File: src/rtl/t1_tx_pkg.sv
package t1_tx_pkg;
  localparam int DEF_SLOTS = 24;
  localparam int DEF_OCT_W = 8;
  localparam int SUB_LEN   = 8;   // substitution window length

  typedef enum logic [1:0] {
    ZS_AMI   = 2'b00,
    ZS_B8ZS  = 2'b01,
    ZS_FORCE = 2'b10,
    ZS_RSVD  = 2'b11
  } zs_mode_e;
endpackage

File: src/rtl/t1_frame_seq.sv
module t1_frame_seq
  import t1_tx_pkg::*;
#(
  parameter int N_SLOTS = DEF_SLOTS,
  parameter int OCT_W   = DEF_OCT_W,
  localparam int DATA_W = N_SLOTS * OCT_W,
  localparam int SLOT_W = $clog2(N_SLOTS + 1)
) (
  input  logic              clk,
  input  logic              rst_n,
  input  logic              bit_en,
  input  logic              frame_load,
  input  logic [DATA_W-1:0] slot_data,
  input  logic              fbit,
  input  logic [1:0]        zs_mode,
  output logic              src_dat,
  output logic              src_b8,
  output logic [SLOT_W-1:0] src_slot
);
  localparam int FRAME_BITS = DATA_W + 1;
  localparam int POS_W      = $clog2(FRAME_BITS);
  localparam int BIT_W      = $clog2(OCT_W);
  localparam logic [POS_W-1:0] POS_LAST = POS_W'(FRAME_BITS - 1);

  logic [DATA_W-1:0] stg_q, stg_d, wrk_q, wrk_d;
  logic              stg_f_q, stg_f_d;
  logic [POS_W-1:0]  pos_q, pos_d;
  zs_mode_e          mode_q, mode_d;

  logic [POS_W-1:0]  rel;
  logic [POS_W-1:0]  slot_sel;
  logic [BIT_W-1:0]  bit_sel;
  logic [OCT_W-1:0]  octet, octet_sh;
  logic              at_frame;

  assign at_frame = (pos_q == '0);
  assign rel      = pos_q - POS_W'(1);
  assign slot_sel = rel / POS_W'(OCT_W);
  assign bit_sel  = BIT_W'(rel % POS_W'(OCT_W));

  always_comb begin
    octet = '0;
    for (int s = 0; s < N_SLOTS; s++) begin
      if (slot_sel == POS_W'(s)) octet = wrk_q[s*OCT_W +: OCT_W];
    end
  end

  assign octet_sh = octet << bit_sel;

  // bit source for the current frame position
  always_comb begin
    if (at_frame) begin
      src_dat  = stg_f_q;
      src_b8   = (zs_mode_e'(zs_mode) == ZS_B8ZS);
      src_slot = '0;
    end else begin
      src_dat  = octet_sh[OCT_W-1];
      if (mode_q == ZS_FORCE && octet == '0 && bit_sel == BIT_W'(OCT_W - 1))
        src_dat = 1'b1;
      src_b8   = (mode_q == ZS_B8ZS);
      src_slot = SLOT_W'(slot_sel + POS_W'(1));
    end
  end

  always_comb begin
    stg_d   = stg_q;
    stg_f_d = stg_f_q;
    wrk_d   = wrk_q;
    mode_d  = mode_q;
    pos_d   = pos_q;
    if (bit_en) begin
      pos_d = (pos_q == POS_LAST) ? '0 : pos_q + POS_W'(1);
      if (at_frame) begin
        wrk_d  = stg_q;
        mode_d = zs_mode_e'(zs_mode);
      end
    end
    if (frame_load) begin
      stg_d   = slot_data;
      stg_f_d = fbit;
    end
  end

  always_ff @(posedge clk or negedge rst_n) begin
    if (!rst_n) begin
      stg_q   <= '0;
      stg_f_q <= 1'b0;
      wrk_q   <= '0;
      mode_q  <= ZS_AMI;
      pos_q   <= '0;
    end else begin
      stg_q   <= stg_d;
      stg_f_q <= stg_f_d;
      wrk_q   <= wrk_d;
      mode_q  <= mode_d;
      pos_q   <= pos_d;
    end
  end

  assert_pos_range_R2: assert property (@(posedge clk) disable iff (!rst_n)
    pos_q <= POS_LAST) else $error("position out of range");

  assert_frame_wrap_R2: assert property (@(posedge clk) disable iff (!rst_n)
    (bit_en && pos_q == POS_LAST) |=> (pos_q == '0)) else $error("frame did not wrap");

  assert_mode_hold_R8: assert property (@(posedge clk) disable iff (!rst_n)
    !(bit_en && at_frame) |=> $stable(mode_q)) else $error("mode changed mid-frame");

  assert_wrk_hold_R9: assert property (@(posedge clk) disable iff (!rst_n)
    !(bit_en && at_frame) |=> $stable(wrk_q)) else $error("working frame changed mid-frame");
endmodule

File: src/rtl/t1_line_enc.sv
module t1_line_enc
  import t1_tx_pkg::*;
#(
  parameter int SLOT_W = 5,
  parameter int LOOK   = SUB_LEN
) (
  input  logic              clk,
  input  logic              rst_n,
  input  logic              bit_en,
  input  logic              in_dat,
  input  logic              in_b8,
  input  logic [SLOT_W-1:0] in_slot,
  output logic              line_pos,
  output logic              line_neg,
  output logic              frame_strobe,
  output logic [SLOT_W-1:0] slot_idx
);
  localparam int CNT_W = $clog2(LOOK);
  localparam int HEAD  = LOOK - 1;

  logic [LOOK-1:0]   vld_q, vld_d, dat_q, dat_d, b8_q, b8_d;
  logic [SLOT_W-1:0] slot_q [LOOK];
  logic [SLOT_W-1:0] slot_d [LOOK];
  logic              last_q, last_d;      // 1: most recent pulse was positive
  logic              sub_act_q, sub_act_d;
  logic [CNT_W-1:0]  sub_cnt_q, sub_cnt_d;
  logic              pos_d, neg_d, str_d;
  logic [SLOT_W-1:0] sidx_d;

  logic              win_zero, start, active, mark, pol;
  logic [CNT_W-1:0]  idx;

  assign win_zero = (&vld_q) && !(|dat_q) && (&b8_q);
  assign start    = !sub_act_q && win_zero;
  assign active   = sub_act_q || start;
  assign idx      = start ? '0 : sub_cnt_q;

  // look-ahead delay line, oldest bit at HEAD
  always_comb begin
    vld_d = {vld_q[LOOK-2:0], 1'b1};
    dat_d = {dat_q[LOOK-2:0], in_dat};
    b8_d  = {b8_q[LOOK-2:0], in_b8};
    slot_d[0] = in_slot;
    for (int i = 1; i < LOOK; i++) slot_d[i] = slot_q[i-1];
  end

  // symbol selection and polarity tracking
  always_comb begin
    mark      = 1'b0;
    pol       = 1'b0;
    sub_act_d = sub_act_q;
    sub_cnt_d = sub_cnt_q;
    if (active) begin
      case (idx)
        CNT_W'(3), CNT_W'(6): begin mark = 1'b1; pol = last_q;  end
        CNT_W'(4), CNT_W'(7): begin mark = 1'b1; pol = !last_q; end
        default:              begin mark = 1'b0; pol = 1'b0;    end
      endcase
      sub_cnt_d = idx + CNT_W'(1);
      sub_act_d = (idx != CNT_W'(HEAD));
    end else if (vld_q[HEAD] && dat_q[HEAD]) begin
      mark = 1'b1;
      pol  = !last_q;
    end
    last_d = mark ? pol : last_q;
    pos_d  = mark && pol;
    neg_d  = mark && !pol;
    str_d  = vld_q[HEAD] && (slot_q[HEAD] == '0);
    sidx_d = vld_q[HEAD] ? slot_q[HEAD] : '0;
  end

  always_ff @(posedge clk or negedge rst_n) begin
    if (!rst_n) begin
      vld_q        <= '0;
      dat_q        <= '0;
      b8_q         <= '0;
      last_q       <= 1'b0;
      sub_act_q    <= 1'b0;
      sub_cnt_q    <= '0;
      line_pos     <= 1'b0;
      line_neg     <= 1'b0;
      frame_strobe <= 1'b0;
      slot_idx     <= '0;
    end else if (bit_en) begin
      vld_q        <= vld_d;
      dat_q        <= dat_d;
      b8_q         <= b8_d;
      last_q       <= last_d;
      sub_act_q    <= sub_act_d;
      sub_cnt_q    <= sub_cnt_d;
      line_pos     <= pos_d;
      line_neg     <= neg_d;
      frame_strobe <= str_d;
      slot_idx     <= sidx_d;
    end
  end

  generate
    for (genvar g = 0; g < LOOK; g++) begin : g_slot
      always_ff @(posedge clk or negedge rst_n) begin
        if (!rst_n)      slot_q[g] <= '0;
        else if (bit_en) slot_q[g] <= slot_d[g];
      end
    end
  endgenerate

  assert_rails_excl_R5: assert property (@(posedge clk) disable iff (!rst_n)
    !(line_pos && line_neg)) else $error("both rails high");

  assert_hold_R4: assert property (@(posedge clk) disable iff (!rst_n)
    !bit_en |=> $stable({line_pos, line_neg, frame_strobe, slot_idx})) else $error("output moved without enable");

  assert_sub_cnt_R6: assert property (@(posedge clk) disable iff (!rst_n)
    sub_act_q |-> (sub_cnt_q != '0)) else $error("substitution counter stuck");

  assert_strobe_slot_R2: assert property (@(posedge clk) disable iff (!rst_n)
    frame_strobe |-> (slot_idx == '0)) else $error("strobe outside framing bit");
endmodule

File: src/rtl/t1_tx_coder.sv
module t1_tx_coder
  import t1_tx_pkg::*;
#(
  parameter int N_SLOTS = DEF_SLOTS,
  parameter int OCT_W   = DEF_OCT_W
) (
  input  logic                             clk,
  input  logic                             rst_n,
  input  logic                             bit_en,
  input  logic                             frame_load,
  input  logic [N_SLOTS*OCT_W-1:0]         slot_data,
  input  logic                             fbit,
  input  logic [1:0]                       zs_mode,
  output logic                             line_pos,
  output logic                             line_neg,
  output logic                             frame_strobe,
  output logic [$clog2(N_SLOTS+1)-1:0]     slot_idx
);
  localparam int SLOT_W = $clog2(N_SLOTS + 1);

  logic              src_dat;
  logic              src_b8;
  logic [SLOT_W-1:0] src_slot;

  t1_frame_seq #(.N_SLOTS(N_SLOTS), .OCT_W(OCT_W)) u_seq (
    .clk        (clk),
    .rst_n      (rst_n),
    .bit_en     (bit_en),
    .frame_load (frame_load),
    .slot_data  (slot_data),
    .fbit       (fbit),
    .zs_mode    (zs_mode),
    .src_dat    (src_dat),
    .src_b8     (src_b8),
    .src_slot   (src_slot)
  );

  t1_line_enc #(.SLOT_W(SLOT_W), .LOOK(SUB_LEN)) u_enc (
    .clk          (clk),
    .rst_n        (rst_n),
    .bit_en       (bit_en),
    .in_dat       (src_dat),
    .in_b8        (src_b8),
    .in_slot      (src_slot),
    .line_pos     (line_pos),
    .line_neg     (line_neg),
    .frame_strobe (frame_strobe),
    .slot_idx     (slot_idx)
  );
endmodule

File: config.mk
export PLATFORM = sky130hd
export DESIGN_NAME = t1_tx_coder
export DESIGN_NICKNAME = d
export VERILOG_FILES = /design/src/rtl/t1_tx_pkg.sv /design/src/rtl/t1_frame_seq.sv /design/src/rtl/t1_line_enc.sv /design/src/rtl/t1_tx_coder.sv
export SDC_FILE = /design/constraint.sdc
export NUM_CORES = 1
export LEC_CHECK = 0
export BUFFER_PORTS_ARGS = -buffer_cell sky130_fd_sc_hd__buf_4
export CAP_MARGIN = 30
export CORE_MARGIN = 1.5
export CORE_UTILIZATION = 59
export CTS_BUF_LIST = sky130_fd_sc_hd__clkbuf_8 sky130_fd_sc_hd__clkbuf_16
export CTS_CLUSTER_DIAMETER = 50
export CTS_CLUSTER_SIZE = 30
export DETAILED_ROUTE_END_ITERATION = 7
export GPL_TIMING_DRIVEN = 1
export PLACE_DENSITY = 0.8
export SLEW_MARGIN = 30
export SYNTH_ARGS = -nofsm -noshare
export SYNTH_HDL_FRONTEND = slang
export SYNTH_HIERARCHICAL = 1
export SYNTH_SLANG_ARGS = --single-unit
File: constraint.sdc
create_clock -name clk -period 5.7 [get_ports clk]
set_input_delay 0.285 -clock clk [delete_from_list [all_inputs] [get_ports clk]]
set_output_delay 0.285 -clock clk [all_outputs]
set_load 0.01 [all_outputs]
Word-level counts from Yosys, hierarchy flattened
Index checks and enable logic that the tools add are counted.
- add/sub/neg operators: 4
- equal/unequal tests: 33
- shift operators: 1
- muxes and demuxes: 37
- reduce and logical (&&, ||, !) cells: 27
- operators with widths (cell ; number):
    two-way mux 8 bit ; 25
    equality test 5 x 4 -> 1 bit, second input constant ; 8
    equality test 5 bit, second input constant ; 8
    logical NOT 8 bit ; 3
    equality test 5 x 3 -> 1 bit, second input constant ; 4
    AND reduction 8 bit ; 2
    equality test 3 bit, second input constant ; 4
    equality test 5 x 2 -> 1 bit, second input constant ; 2
    two-way mux 5 bit ; 2
    logical AND 1 bit ; 9
    adder 8 x 1 -> 8 bit, second input constant ; 1
    equality test 8 bit, second input constant ; 1
    two-way mux 1 bit ; 8
    OR reduction 8 bit ; 1
    left shift 8 x 3 -> 8 bit ; 1
    subtractor 8 x 1 -> 8 bit, second input constant ; 1
    AND reduction 2 bit ; 3
    adder 5 x 1 -> 5 bit, second input constant ; 1
    equality test 5 x 1 -> 1 bit, second input constant ; 1
    logical NOT 5 bit ; 1
    equality test 2 x 1 -> 1 bit, second input constant ; 2
    logical NOT 1 bit ; 4
    OR reduction 2 bit ; 2
    OR reduction 4 bit ; 1
    other kinds (7) ; 7
- register bits after elaboration: 472
- input bits: 199
- output and inout bits: 8
- logic and storage cells: 125

Longest topological paths before layout
- depth in word-level cells: 31
- gate-level depth with buffers: 26
- depth with buffers taken out: 18

Modules after synthesis
Netlist, hierarchy kept.
- modules (own cells, without submodules) (module ; instances ; cells an instance ; area an instance (um2) ; seq. area each (um2)):
    t1_frame_seq ; 1 ; 1352 ; 17680.7 ; 9884.5
    t1_line_enc ; 1 ; 220 ; 3173.0 ; 1926.8

Worst setup path before layout
OpenSTA, ideal clock, no wires.
- path kind: register to register
- from: register u_seq.pos_q[0]
- to: register u_enc.dat_q[0]
- arrival time: 4.860 ns
- required time: 5.575 ns
- slack: 0.715 ns
- cell stages (with the launch flop): 26
- period minus slack after synthesis: 4.985 ns
- path through: dfrtp_1 > buf_2 > clkbuf_1 > inv_1 > ha_1 > buf_1 > nand2_1 > xor2_1 > inv_1 > ha_1 > clkbuf_1 > clkinv_1 > clkbuf_1 > clkbuf_1 > nor2_1 > ha_1 > clkbuf_1 > nand2_1 > o221ai_1 > a221o_1 > a41oi_2 > a21oi_1 > nand4bb_1 > a311o_1 > nor3b_2 > mux2_2
- longest elaborated chain between the ends: 31
- ends and longest elaborated chain (item ; line ; text):
    from (decl) ; t1_frame_seq.sv:27 ; logic [POS_W-1:0] pos_q, pos_d;
    from (signal assigned) ; t1_frame_seq.sv:96 ; pos_q <= pos_d;
    subtractor 8 x 1 -> 8 bit ; t1_frame_seq.sv:37 ; assign rel = pos_q - POS_W'(1);
    logical NOT 8 bit ; t1_frame_seq.sv:44 ; if (slot_sel == POS_W'(s)) octet = wrk_q[s*OCT_W +: OCT_W];
    two-way mux 8 bit (24 in series) ; t1_frame_seq.sv:44 ;
    logical NOT 8 bit ; t1_frame_seq.sv:58 ; if (mode_q == ZS_FORCE && octet == '0 && bit_sel == BIT_W'(OCT_W - 1))
    logical AND 1 bit (2 in series) ; t1_frame_seq.sv:58 ;
    two-way mux 1 bit ; t1_frame_seq.sv:58 ;
    two-way mux 1 bit * ; t1_frame_seq.sv:52 ; if (at_frame) begin
    via src_dat ; t1_tx_coder.sv:21 ; logic src_dat;
    to (signal assigned) ; t1_line_enc.sv:86 ; dat_q <= dat_d;
    to (decl) ; t1_line_enc.sv:21 ; logic [LOOK-1:0] vld_q, vld_d, dat_q, dat_d, b8_q, b8_d;
Mark *: on every way through the listed nets, which the timed path passes. The rest lies on a longest branch.
A chain may end at the register's enable or synchronous reset.

Worst setup path after layout
Same ends and word-level chain as after synthesis.

==> results by group <==
Synth
  • Yosys top cell by area: dfrtp_1
  • Dominant synthesized flop cell: dfrtp_1
  • Yosys top cell area share: 56.6%
  • Post-synthesis sequential area ratio: 56.6%
  • Ranking of synthesized cells by area: dfrtp_1, mux2_2, clkbuf_1
  • Netlist Area Pre-Place: 0.0209 mm²
  • Distinct cells, synth: 86
  • Post-synthesis sequential element count: 472
  • Syn_nets: 1784
  • Mean post-synth cell area: 13.3 µm²
  • Asr flop ratio synth: 100%
  • Cells after Synth: 1572
  • Ys Warns: 6
  • Number of synthesized flops with an enable pin: 0

Route
  • TritonRoute pass-1 iters: 5
  • Vias: 14700
  • Drt wl/cell: 24.2 µm
  • DRT iter0 DRCs: 1193
  • Post-route ant nets: 0
  • DRC viols: 0
  • Vias per Instance: 6.08
  • Final wirelength: 58.6 mm

Pwr
  • Peak supply drop: 0.333 mV
  • Leak pwr: 11.4 nW
  • Pint: 8.15 mW
  • Net Sw Power: 4.97 mW
  • Flop pwr share: 40.5%
  • Comb power frac: 37.6%
  • Sw frac: 37.9%
  • Tot Pwr: 13.1 mW
  • PD cells: 501 mW/mm²
  • Clock power share: 21.9%

Die
  • Total die area: 0.0365 mm²
  • Row cnt: 68
  • Initial Util: 60.2%
  • Die Ht: 191 µm
  • Core Footprint: 0.0346 mm²
  • # IOs: 207
  • Chip width: 191 µm

Layout
  • Fraction of layout cells with a size suffix above 1: 39.7%
  • Post-layout util: 75.7%
  • Fillers: 2074
  • Post-layout nets: 2147
  • Layout area overhead: 25.7%

Setup path
  • Critical path class: reg2reg
  • Crit-path max FO: 26
  • CP Capture Type: flip-flop
  • Worst EP arrival: 5.42 ns
  • Worst R2R Setup Slack: 0.69 ns
  • WP data required: 6.12 ns
  • CP Launch Type: flip-flop

Clocking
  • Clk sinks: 472
  • # hold bufs at CTS: 194
  • CTS tree: built
  • TritonCTS Buffers: 39
  • Post-CTS Setup Inserts: 0
  • Clock-pin slew on the worst setup and hold paths: 0.08 ns
  • Post-cts resize count: 0
  • Clk Latency, worst-skew pair: 0.55 ns
  • Clk buf depth: 3
  • H-tree levels: 2
  • Root Buffer Master: clkbuf_16

Global route
  • Antenna violations before repair: 1
  • Largest net degree at the start of global routing: 175
  • Overflow left after global routing: 0
  • Vias in the first global route: 15500
  • Gr usage total: 32.6%
  • Global-route wire length before repair: 90.2 mm

Place
  • Final RePlAce weighted congestion: 0.906
  • Half-perimeter wire length after placement: 36.6 mm
  • Buffers added on ports: 206

Hold path
  • Worst hold path class: in2reg

Outcome
  • Status: finished, final reports clean

STA
  • Final hold vios: 0
  • Tcrit/Tclk final: 87.8%
  • Worst slew margin: 28.8%
  • F_max: 200 MHz
  • RSZ-0062 raised after global routing: no
  • Clock Skew: 0.0240 ns
  • Final setup vio count: 0
  • Worst Tran Pin Value: 1.06 ns
  • Fin Setup TNS: 0 ns
  • Pins Over Slew Limit: 0
  • Final worst path period need: 5.01 ns

Run
  • Max-Cap Viols: 0
-- power groups by stage --
stage	registers [mW]	clock network, mW	logic (mW)
after floorplan	4.86	0	3.35
after global placement	5.28	0	4.58
after detailed placement	5.32	0	4.68
after CTS	5.26	2.90	4.83
after global routing	5.40	3.04	5.29
final	5.31	2.87	4.94
-- layout by cell type (no fill, tap or decap), drive strengths merged, types with 7 or more instances in the layout --
master / n
dfrtp: 472
mux2: 453
buf: 234
dlygate4sd3: 194
nand2: 61
o21ai: 49
nor2: 44
inv: 42
clkbuf: 40
a21oi: 35
o22ai: 32
nor3: 19
o211ai: 18
a221o: 17
nand3: 14
nand4: 13
ha: 13
o221ai: 11
a211oi: 11
xnor2: 10
a31oi: 10
a22oi: 9
clkinv: 9
nor2b: 8
a221oi: 8
or3: 7
-- state kept, by name, summed over array words and instances, names as in the netlist --
register	flops
u_enc/frame_strobe	1
u_seq/stg_f_q	1
u_seq/pos_q	8
u_enc/last_q	1
u_seq/wrk_q	192
u_seq/mode_q	2
u_enc/vld_q	8
u_enc/slot_idx	5
u_enc/slot_d	35
u_enc/sub_cnt_q	3
u_enc/dat_q	8
u_enc/b8_q	8
u_enc/sub_act_q	1
u_seq/stg_q	192
u_enc/line_neg	1
u_enc/slot_q	5
u_enc/line_pos	1
-- metal layers --
metal,GRT usage (%),up-vias,wire [µm]
met5,0,-,0
met4,11.1,0,1850
met3,4.44,121,3210
met2,55.1,519,29300
met1,43.5,7527,24300
li1,-,6542,-
-- final timing paths --
| kind | depth (start not counted) | to | from |
|---|---|---|---|
| worst max-delay path | 18 | u_enc/dat_q[0] | u_seq/pos_q[0] |
| min in group asynchronous | 2 | u_seq/stg_q[21] | rst_n |
| worst min-delay path | 2 | u_seq/stg_q[183] | slot_data[183] |
| worst min register to register | 1 | u_enc/slot_d[8] | u_enc/slot_d[13] |
| worst max register to register | 18 | u_enc/dat_q[0] | u_seq/pos_q[0] |
| max in group asynchronous | 4 | u_seq/wrk_q[129] | rst_n |
-- stage by stage --
step | worst slack [ns] | cells | area [µm²] | hold WS, ns
after floorplan | 0.715 | 1572 | 20900 | -0.0106
after global placement | 0.910 | 2153 | 22800 | 0.277
after detailed placement | 0.821 | 2153 | 22800 | 0.281
after CTS | 0.761 | 2417 | 26100 | 0.00181
after global routing | 0.394 | 2420 | 26200 | 0.0118
final | 0.694 | 2420 | 26200 | 0.0207
-- synthesized netlist by cell type, drive strengths merged (5+ instances only) --
library cell	n
dfrtp	472
mux2	453
clkbuf	74
nand2	61
o21ai	49
nor2	44
a21oi	35
buf	32
o22ai	32
inv	26
nor3	19
o211ai	18
a221o	17
nand3	14
ha	13
nand4	13
a211oi	11
o221ai	11
a31oi	10
xnor2	10
a22oi	9
a221oi	8
nor2b	8
or3	7
a32oi	6
and3	6
nor3b	6
nor4	6
and2	5
nand2b	5
or4	5
-- area by class of cell --
class	count	area (µm²)	share of cell area [%]
Inverter	27	101	0.387
Antenna cell	1	2.50	0.00955
Tap cell	455	569	2.17
Timing Repair Buffer	428	3800	14.5
Sequential cell	472	11800	45.1
Clock inverter	30	385	1.47
Clock buffer	40	990	3.78
Multi-Input combinational cell	967	8540	32.6
-- kinds of logic after synthesis --
kind of cell | Yosys count | share of synthesized area, %
mux | 456 | 24.7
compound gates | 264 | 9.20
flops | 472 | 56.6
simple gates | 220 | 5.57
xor+xnor | 14 | 0.588
fa+ha+maj | 13 | 0.780
buf+inv | 133 | 2.54
-- worst max-delay path, stage by stage, from the launching register on --
cell and delay [ns]:
dfrtp_1 0.73, inv_1 0.19, ha_1 0.27, nand2_1 0.07
xor2_1 0.32, inv_1 0.11, ha_1 0.25, clkinv_1 0.07
buf_4 0.34, nand2_1 0.40, o221ai_1 0.31, o22a_1 0.20
o2111ai_1 0.24, a41oi_2 0.30, a21oi_1 0.11, nand4bb_1 0.20
a311o_1 0.34, nor3b_2 0.15, mux2_2 0.26
Note: power is estimated with default switching activity, not from simulation.
